[src/rtl/ddrcmd_pkg.sv]
package ddrcmd_pkg;

    localparam int STB_W  = 8;
    localparam int S_ACT  = 0;
    localparam int S_RD   = 1;
    localparam int S_WR   = 2;
    localparam int S_PRE  = 3;
    localparam int S_PREA = 4;
    localparam int S_REF  = 5;
    localparam int S_MRS  = 6;
    localparam int S_NOP  = 7;

    typedef enum logic {
        CK_HALT = 1'b0,
        CK_RUN  = 1'b1
    } cke_state_e;

    typedef enum logic [1:0] {
        BM_FIX8 = 2'b00,
        BM_OTF  = 2'b01,
        BM_FIX4 = 2'b10,
        BM_RSV  = 2'b11
    } burst_mode_e;

endpackage

[src/rtl/cke_fsm.sv]
module cke_fsm
    import ddrcmd_pkg::*;
(
    input  logic clk_i,
    input  logic rst_n_i,
    input  logic cke_i,
    output logic accept_o,
    output logic run_o
);

    cke_state_e state_q;
    cke_state_e state_d;

    always_ff @(posedge clk_i or negedge rst_n_i) begin
        if (!rst_n_i) begin
            state_q <= CK_HALT;
        end else begin
            state_q <= state_d;
        end
    end

    always_comb begin
        state_d  = state_q;
        accept_o = 1'b0;
        unique case (state_q)
            CK_HALT: begin
                if (cke_i) state_d = CK_RUN;
            end
            CK_RUN: begin
                accept_o = cke_i;
                if (!cke_i) state_d = CK_HALT;
            end
            default: state_d = CK_HALT;
        endcase
    end

    assign run_o = (state_q == CK_RUN);

    // a rising clock enable is only a wake-up, never an accepted edge
    p_wake_not_accept_r9: assert property (@(posedge clk_i) disable iff (!rst_n_i)
        (!run_o && cke_i) |-> !accept_o);

endmodule

[src/rtl/cmd_classify.sv]
module cmd_classify
    import ddrcmd_pkg::*;
(
    input  logic             cs_n_i,
    input  logic             ras_n_i,
    input  logic             cas_n_i,
    input  logic             we_n_i,
    input  logic             all_bank_i,
    output logic [STB_W-1:0] kind_o
);

    always_comb begin
        kind_o = '0;
        if (cs_n_i) begin
            kind_o[S_NOP] = 1'b1;
        end else begin
            unique case ({ras_n_i, cas_n_i, we_n_i})
                3'b011:  kind_o[S_ACT] = 1'b1;
                3'b101:  kind_o[S_RD]  = 1'b1;
                3'b100:  kind_o[S_WR]  = 1'b1;
                3'b010: begin
                    if (all_bank_i) kind_o[S_PREA] = 1'b1;
                    else            kind_o[S_PRE]  = 1'b1;
                end
                3'b001:  kind_o[S_REF] = 1'b1;
                3'b000:  kind_o[S_MRS] = 1'b1;
                3'b111:  kind_o[S_NOP] = 1'b1;
                default: kind_o = '0;
            endcase
        end
    end

endmodule

[src/rtl/burst_ctl.sv]
module burst_ctl
    import ddrcmd_pkg::*;
(
    input  logic       clk_i,
    input  logic       rst_n_i,
    input  logic       load_i,
    input  logic [1:0] mr_idx_i,
    input  logic [1:0] op_i,
    input  logic       otf_sel_i,
    output logic [1:0] mode_o,
    output logic       bl8_o
);

    burst_mode_e mode_q;
    burst_mode_e mode_d;

    always_ff @(posedge clk_i or negedge rst_n_i) begin
        if (!rst_n_i) begin
            mode_q <= BM_FIX8;
        end else begin
            mode_q <= mode_d;
        end
    end

    always_comb begin
        mode_d = mode_q;
        if (load_i && (mr_idx_i == 2'd0)) begin
            mode_d = burst_mode_e'(op_i);
        end
    end

    always_comb begin
        unique case (mode_q)
            BM_FIX8: bl8_o = 1'b1;
            BM_OTF:  bl8_o = otf_sel_i;
            BM_FIX4: bl8_o = 1'b0;
            BM_RSV:  bl8_o = 1'b1;
            default: bl8_o = 1'b1;
        endcase
    end

    assign mode_o = mode_q;

    // loading any register other than index 0 keeps the burst mode
    p_other_mr_keeps_mode_r11: assert property (@(posedge clk_i) disable iff (!rst_n_i)
        (load_i && (mr_idx_i != 2'd0)) |=> $stable(mode_q));

endmodule

[src/rtl/ddr_cmd_decode.sv]
module ddr_cmd_decode
    import ddrcmd_pkg::*;
#(
    parameter int ADDR_W = 16,
    parameter int BANK_W = 3,
    parameter int COL_W  = 10
) (
    input  logic              clk_i,
    input  logic              rst_n_i,
    input  logic              cke_i,
    input  logic              cs_n_i,
    input  logic              ras_n_i,
    input  logic              cas_n_i,
    input  logic              we_n_i,
    input  logic [BANK_W-1:0] ba_i,
    input  logic [ADDR_W-1:0] addr_i,
    output logic [7:0]        cmd_stb_o,
    output logic [BANK_W-1:0] bank_o,
    output logic [ADDR_W-1:0] row_o,
    output logic [COL_W-1:0]  col_o,
    output logic              auto_pre_o,
    output logic              burst8_o,
    output logic [1:0]        mr_idx_o,
    output logic [ADDR_W-1:0] mr_op_o,
    output logic              clk_run_o,
    output logic [1:0]        burst_mode_o
);

    localparam int AP_BIT  = 10;
    localparam int OTF_BIT = 12;

    logic             accept;
    logic             run;
    logic [STB_W-1:0] kind;
    logic             bl8_now;
    logic             mrs_load;

    logic [STB_W-1:0]  stb_q;
    logic [BANK_W-1:0] bank_q;
    logic [ADDR_W-1:0] row_q;
    logic [COL_W-1:0]  col_q;
    logic              ap_q;
    logic              bl8_q;
    logic [1:0]        mri_q;
    logic [ADDR_W-1:0] mro_q;

    cke_fsm u_cke (
        .clk_i    (clk_i),
        .rst_n_i  (rst_n_i),
        .cke_i    (cke_i),
        .accept_o (accept),
        .run_o    (run)
    );

    cmd_classify u_cls (
        .cs_n_i     (cs_n_i),
        .ras_n_i    (ras_n_i),
        .cas_n_i    (cas_n_i),
        .we_n_i     (we_n_i),
        .all_bank_i (addr_i[AP_BIT]),
        .kind_o     (kind)
    );

    assign mrs_load = accept && kind[S_MRS];

    burst_ctl u_burst (
        .clk_i     (clk_i),
        .rst_n_i   (rst_n_i),
        .load_i    (mrs_load),
        .mr_idx_i  (ba_i[1:0]),
        .op_i      (addr_i[1:0]),
        .otf_sel_i (addr_i[OTF_BIT]),
        .mode_o    (burst_mode_o),
        .bl8_o     (bl8_now)
    );

    always_ff @(posedge clk_i or negedge rst_n_i) begin
        if (!rst_n_i) begin
            stb_q  <= '0;
            bank_q <= '0;
            row_q  <= '0;
            col_q  <= '0;
            ap_q   <= 1'b0;
            bl8_q  <= 1'b0;
            mri_q  <= '0;
            mro_q  <= '0;
        end else begin
            stb_q <= accept ? kind : '0;
            if (accept) begin
                if (kind[S_ACT]) begin
                    bank_q <= ba_i;
                    row_q  <= addr_i;
                end
                if (kind[S_RD] || kind[S_WR]) begin
                    bank_q <= ba_i;
                    col_q  <= addr_i[COL_W-1:0];
                    ap_q   <= addr_i[AP_BIT];
                    bl8_q  <= bl8_now;
                end
                if (kind[S_PRE]) begin
                    bank_q <= ba_i;
                end
                if (kind[S_MRS]) begin
                    mri_q <= ba_i[1:0];
                    mro_q <= addr_i;
                end
            end
        end
    end

    assign cmd_stb_o  = stb_q;
    assign bank_o     = bank_q;
    assign row_o      = row_q;
    assign col_o      = col_q;
    assign auto_pre_o = ap_q;
    assign burst8_o   = bl8_q;
    assign mr_idx_o   = mri_q;
    assign mr_op_o    = mro_q;
    assign clk_run_o  = run;

    // never more than one command strobe
    p_stb_onehot_r1: assert property (@(posedge clk_i) disable iff (!rst_n_i)
        $onehot0(cmd_stb_o));

    // clock enable sampled low gives no strobe and holds the bank
    p_cke_low_quiet_r9: assert property (@(posedge clk_i) disable iff (!rst_n_i)
        !cke_i |=> (cmd_stb_o == '0) && $stable(bank_o));

    // deselect while running gives only the NOP strobe
    p_deselect_nop_r2: assert property (@(posedge clk_i) disable iff (!rst_n_i)
        (cke_i && clk_run_o && cs_n_i) |=> (cmd_stb_o == 8'h80));

    // the precharge flavour follows address bit 10 at the sampling edge
    p_prea_a10_r4: assert property (@(posedge clk_i) disable iff (!rst_n_i)
        cmd_stb_o[S_PREA] |-> $past(addr_i[AP_BIT]));
    p_pre_a10_r4: assert property (@(posedge clk_i) disable iff (!rst_n_i)
        cmd_stb_o[S_PRE] |-> !$past(addr_i[AP_BIT]));

    // fixed chop-4 mode never reports length-8 on an access
    p_fix4_chop_r8: assert property (@(posedge clk_i) disable iff (!rst_n_i)
        ((cmd_stb_o[S_RD] || cmd_stb_o[S_WR]) && (burst_mode_o == 2'b10)) |-> !burst8_o);

endmodule

[config.mk]
export PLATFORM = sky130hd
export DESIGN_NAME = ddr_cmd_decode
export DESIGN_NICKNAME = d
export VERILOG_FILES = /design/src/rtl/ddrcmd_pkg.sv /design/src/rtl/cke_fsm.sv /design/src/rtl/cmd_classify.sv /design/src/rtl/burst_ctl.sv /design/src/rtl/ddr_cmd_decode.sv
export SDC_FILE = /design/constraint.sdc
export NUM_CORES = 1
export LEC_CHECK = 0
export ABC_AREA = 1
export BUFFER_PORTS_ARGS = -buffer_cell sky130_fd_sc_hd__buf_2
export CELL_PAD_IN_SITES_DETAIL_PLACEMENT = 0
export CELL_PAD_IN_SITES_GLOBAL_PLACEMENT = 1
export CORE_UTILIZATION = 38
export CTS_CLUSTER_DIAMETER = 150
export CTS_CLUSTER_SIZE = 14
export DETAILED_ROUTE_END_ITERATION = 8
export GPL_TIMING_DRIVEN = 1
export HOLD_SLACK_MARGIN = 0.03
export PLACE_DENSITY_LB_ADDON = 0.1
export SYNTH_ARGS = -nofsm -noshare
export SYNTH_HDL_FRONTEND = slang
export SYNTH_HIERARCHICAL = 1
export SYNTH_SLANG_ARGS = --single-unit
[constraint.sdc]
create_clock -name clk_i -period 2.85 [get_ports clk_i]
set_input_delay 0.57 -clock clk_i [delete_from_list [all_inputs] [get_ports clk_i]]
set_output_delay 0.57 -clock clk_i [all_outputs]
set_load 0.005 [all_outputs]
==> results.tsv <==
stage	metric	value	unit
clocking	post-cts sizing count	0	
clocking	Hold Buf Count CTS	0	
status	status	completed	
power_and_ir_drop	Final Power	2170	µW
critical_path	CP peak stage delay	0.36	ns
route	drt via density	4.40	
global_routing	initial antenna violation count	0	
timing	relative slew slack	42.0	%
critical_path	CP endpoint kind	register	
route	total wire length	4.91	mm
power_and_ir_drop	Peak VDD IR	370	µV
floorplanning	die area	6340	µm²
synthesis	#FFs+latches synth	60	
clocking	CTS tree	built	
placement	Post-DP HPWL	3.43	mm
critical_path	crit path launch	cs_n_i	
critical_path	CP arrival	1.88	ns
floorplanning	I/O pins	86	
route	Vias	1808	
critical_path	Worst Reg-to-Reg Cells	7	
floorplanning	initial core utilization	40.6	%
placement	Placer Congestion	0.725	
finish	Antenna Cells	0	
critical_path	Crit path top cell by count	nand2_1	
floorplanning	die height	79.6	µm
flow_run	max-cap violations	0	
placement	placed instance count	396	
clocking	post-CTS setup repair buffer count	0	
route	Remaining DRCs	0	
critical_path	Crit-path slowest cell	nand2_1	
power_and_ir_drop	leak pwr	0.00178	µW
synthesis	Syn Std Cell Area	2290	µm²
finish	synthesis-to-finish area growth	30.7	%
floorplanning	Core Footprint	5640	µm²
synthesis	Synth cell types	13	
timing	Fin. Hold Viols	0	
critical_path	Reg-to-Reg Start	u_cke/run_o	
power_and_ir_drop	PwrDens	726	nW/µm²
route	initial DRC count	72	
clocking	clk slew on worst S/H paths	0.07	ns
timing	setup total negative slack	0	ns
global_routing	vias in the first global route	1785	
synthesis	Gate Count Post-Synth	244	
critical_path	Crit Path Max Fanout	18	
critical_path	Levels on crit path	8	
synthesis	Post-Syn Area per Cell	9.39	µm²
route	TritonRoute pass-1 iters	4	
critical_path	Worst Path Required	3.05	ns
timing	RSZ-0062 raised after global routing	no	
critical_path	Worst R2R End	row_o[2]	
critical_path	CP Class	primary input to register	
floorplanning	Chip Width	79.6	µm
timing	fin crit share	58.8	%
global_routing	first-pass GRT wire length	8.27	mm
synthesis	post-synth net total	271	
timing	Final Critical Period	1.68	ns
timing	Peak Freq	596	MHz
finish	share of cells above drive strength 1	31.6	%
critical_path	worst setup path end	row_o[2]	
timing	Fin Clk Skew	0.00676	ns
placement	# port buffers	85	
clocking	Max clock buf depth	2	
clocking	H-tree depth	3	
finish	Final Non-Filler Cells	411	
route	Routed Antenna Nets	0	
clocking	CTS buffer count	9	
timing	max-slew violation count	0	
hold_path	HP Class	primary input to asynchronous set/reset pin	
synthesis	yosys warns	6	
timing	hold slack final	0.256	ns
clocking	Clock Latency Late Sink	0.32	ns
global_routing	grt ovf	0	
critical_path	setup slack, reg-to-reg	1.22	ns
global_routing	GRT Util Overall	17.4	%
finish	Net count, final	362	
floorplanning	row count	27	
clocking	Root Driver	clkbuf_8	
clocking	clock sink total	60	
route	Avg WL per Cell	11.9	µm
global_routing	largest net degree at the start of global routing	36	
critical_path	cell family with most CP delay	simple AND/OR/NAND/NOR gates	
critical_path	CP Cell Sequence	buf_2 -> nor2_2 -> inv_1 -> nor2_1 -> nand2_1 -> buf_4 -> nand2_1 -> o21ai_1	
critical_path	CP startpoint kind	primary input	
synthesis	sequential-to-total area share from yosys stat	65.5	%
critical_path	crit path buf inv count	3	
timing	Slew @ Worst Pin	0.870	ns
timing	setup violators final	0	
[registers in the layout (all words and copies together) (netlist names)]
signal / cells
u_cke/run_o: 1
bank_o: 3
cmd_stb_o: 8
burst8_o: 1
mr_idx_o: 2
auto_pre_o: 1
u_burst/mode_o: 2
col_o: 10
mr_op_o: 16
row_o: 16
[cells in the mapped netlist (all sizes together)]
cell type	instances	share of area, %
inv	33	5.4
nor3	2	0.44
ha	1	0.55
o21bai	1	0.33
nor2	10	1.9
nand3	5	1.1
buf	9	2.0
nand2	77	13
dfrtp	60	66
o21ai	46	10
[per-layer routing]
layer	wire [µm]	GRT usage [%]	part of all wire, %
met2	2200	27.4	45
met5	0	0	0
met1	2310	22.1	47
met3	312	4.46	6.4
met4	86	8.73	1.8
[cells in the final DEF (no fill, tap or decap)]
master	instances
buf_12	1
buf_2	85
buf_4	3
bufinv_16	1
clkbuf_8	10
clkinv_2	3
clkinvlp_4	1
dfrtp_1	60
ha_1	1
inv_1	33
nand2_1	77
nand3_1	5
nor2_1	8
nor2_2	2
nor3_1	2
o21ai_0	1
o21ai_1	44
o21ai_2	1
o21bai_1	1
[worst min path at each step]
| stage | end | slack (ns) |
|---|---|---|
| floorplan | auto_pre_o | 0.27 |
| global placement | bank_o[1] | 0.45 |
| detailed placement | bank_o[1] | 0.45 |
| CTS | cmd_stb_o[5] | 0.27 |
| global route | cmd_stb_o[5] | 0.29 |
| finish | cmd_stb_o[5] | 0.26 |
[final cells by class]
cell class	count	area, µm²
clock buffers	10	138
repair buffers	89	468
multi-input cells	142	621
clock inverters	5	52.6
fillers	557	2650
inverters	33	124
flip-flops and latches	60	1500
well taps	72	90.1
[logic make-up after synthesis]
group                      Yosys count  share of synthesized area (%)
and+or+nand+nor                     94                           16.0
DFF                                 60                           65.5
buffers and inverters               42                           7.37
adders and majority gates            1                          0.546
AOI/OAI and AO/OA                   47                           10.5
[worst register-to-register path, cell delays in order, from the launching register on]
cell and delay, ns:
dfrtp_1 0.37, nand2_1 0.06, inv_1 0.04, buf_4 0.17
nand2_1 0.43, buf_4 0.33, nand2_1 0.07, o21ai_1 0.08
[metrics by stage]
stage | util (%) | setup WS (ns) | instance area (µm²)
finish | 53.1 | 1.17 | 2990
global route | 53.1 | 1.02 | 2990
CTS | 53.1 | 1.17 | 2990
detailed placement | 49.7 | 0.806 | 2800
global placement | 49.7 | 0.811 | 2800
floorplan | - | 1.35 | 2290
[where the power goes]
| group | switching, µW | internal, µW |
|---|---|---|
| clock | 318 | 418 |
| combinational | 181 | 182 |
| sequential | 77.7 | 996 |
Power figures use the tool's default switching activity.
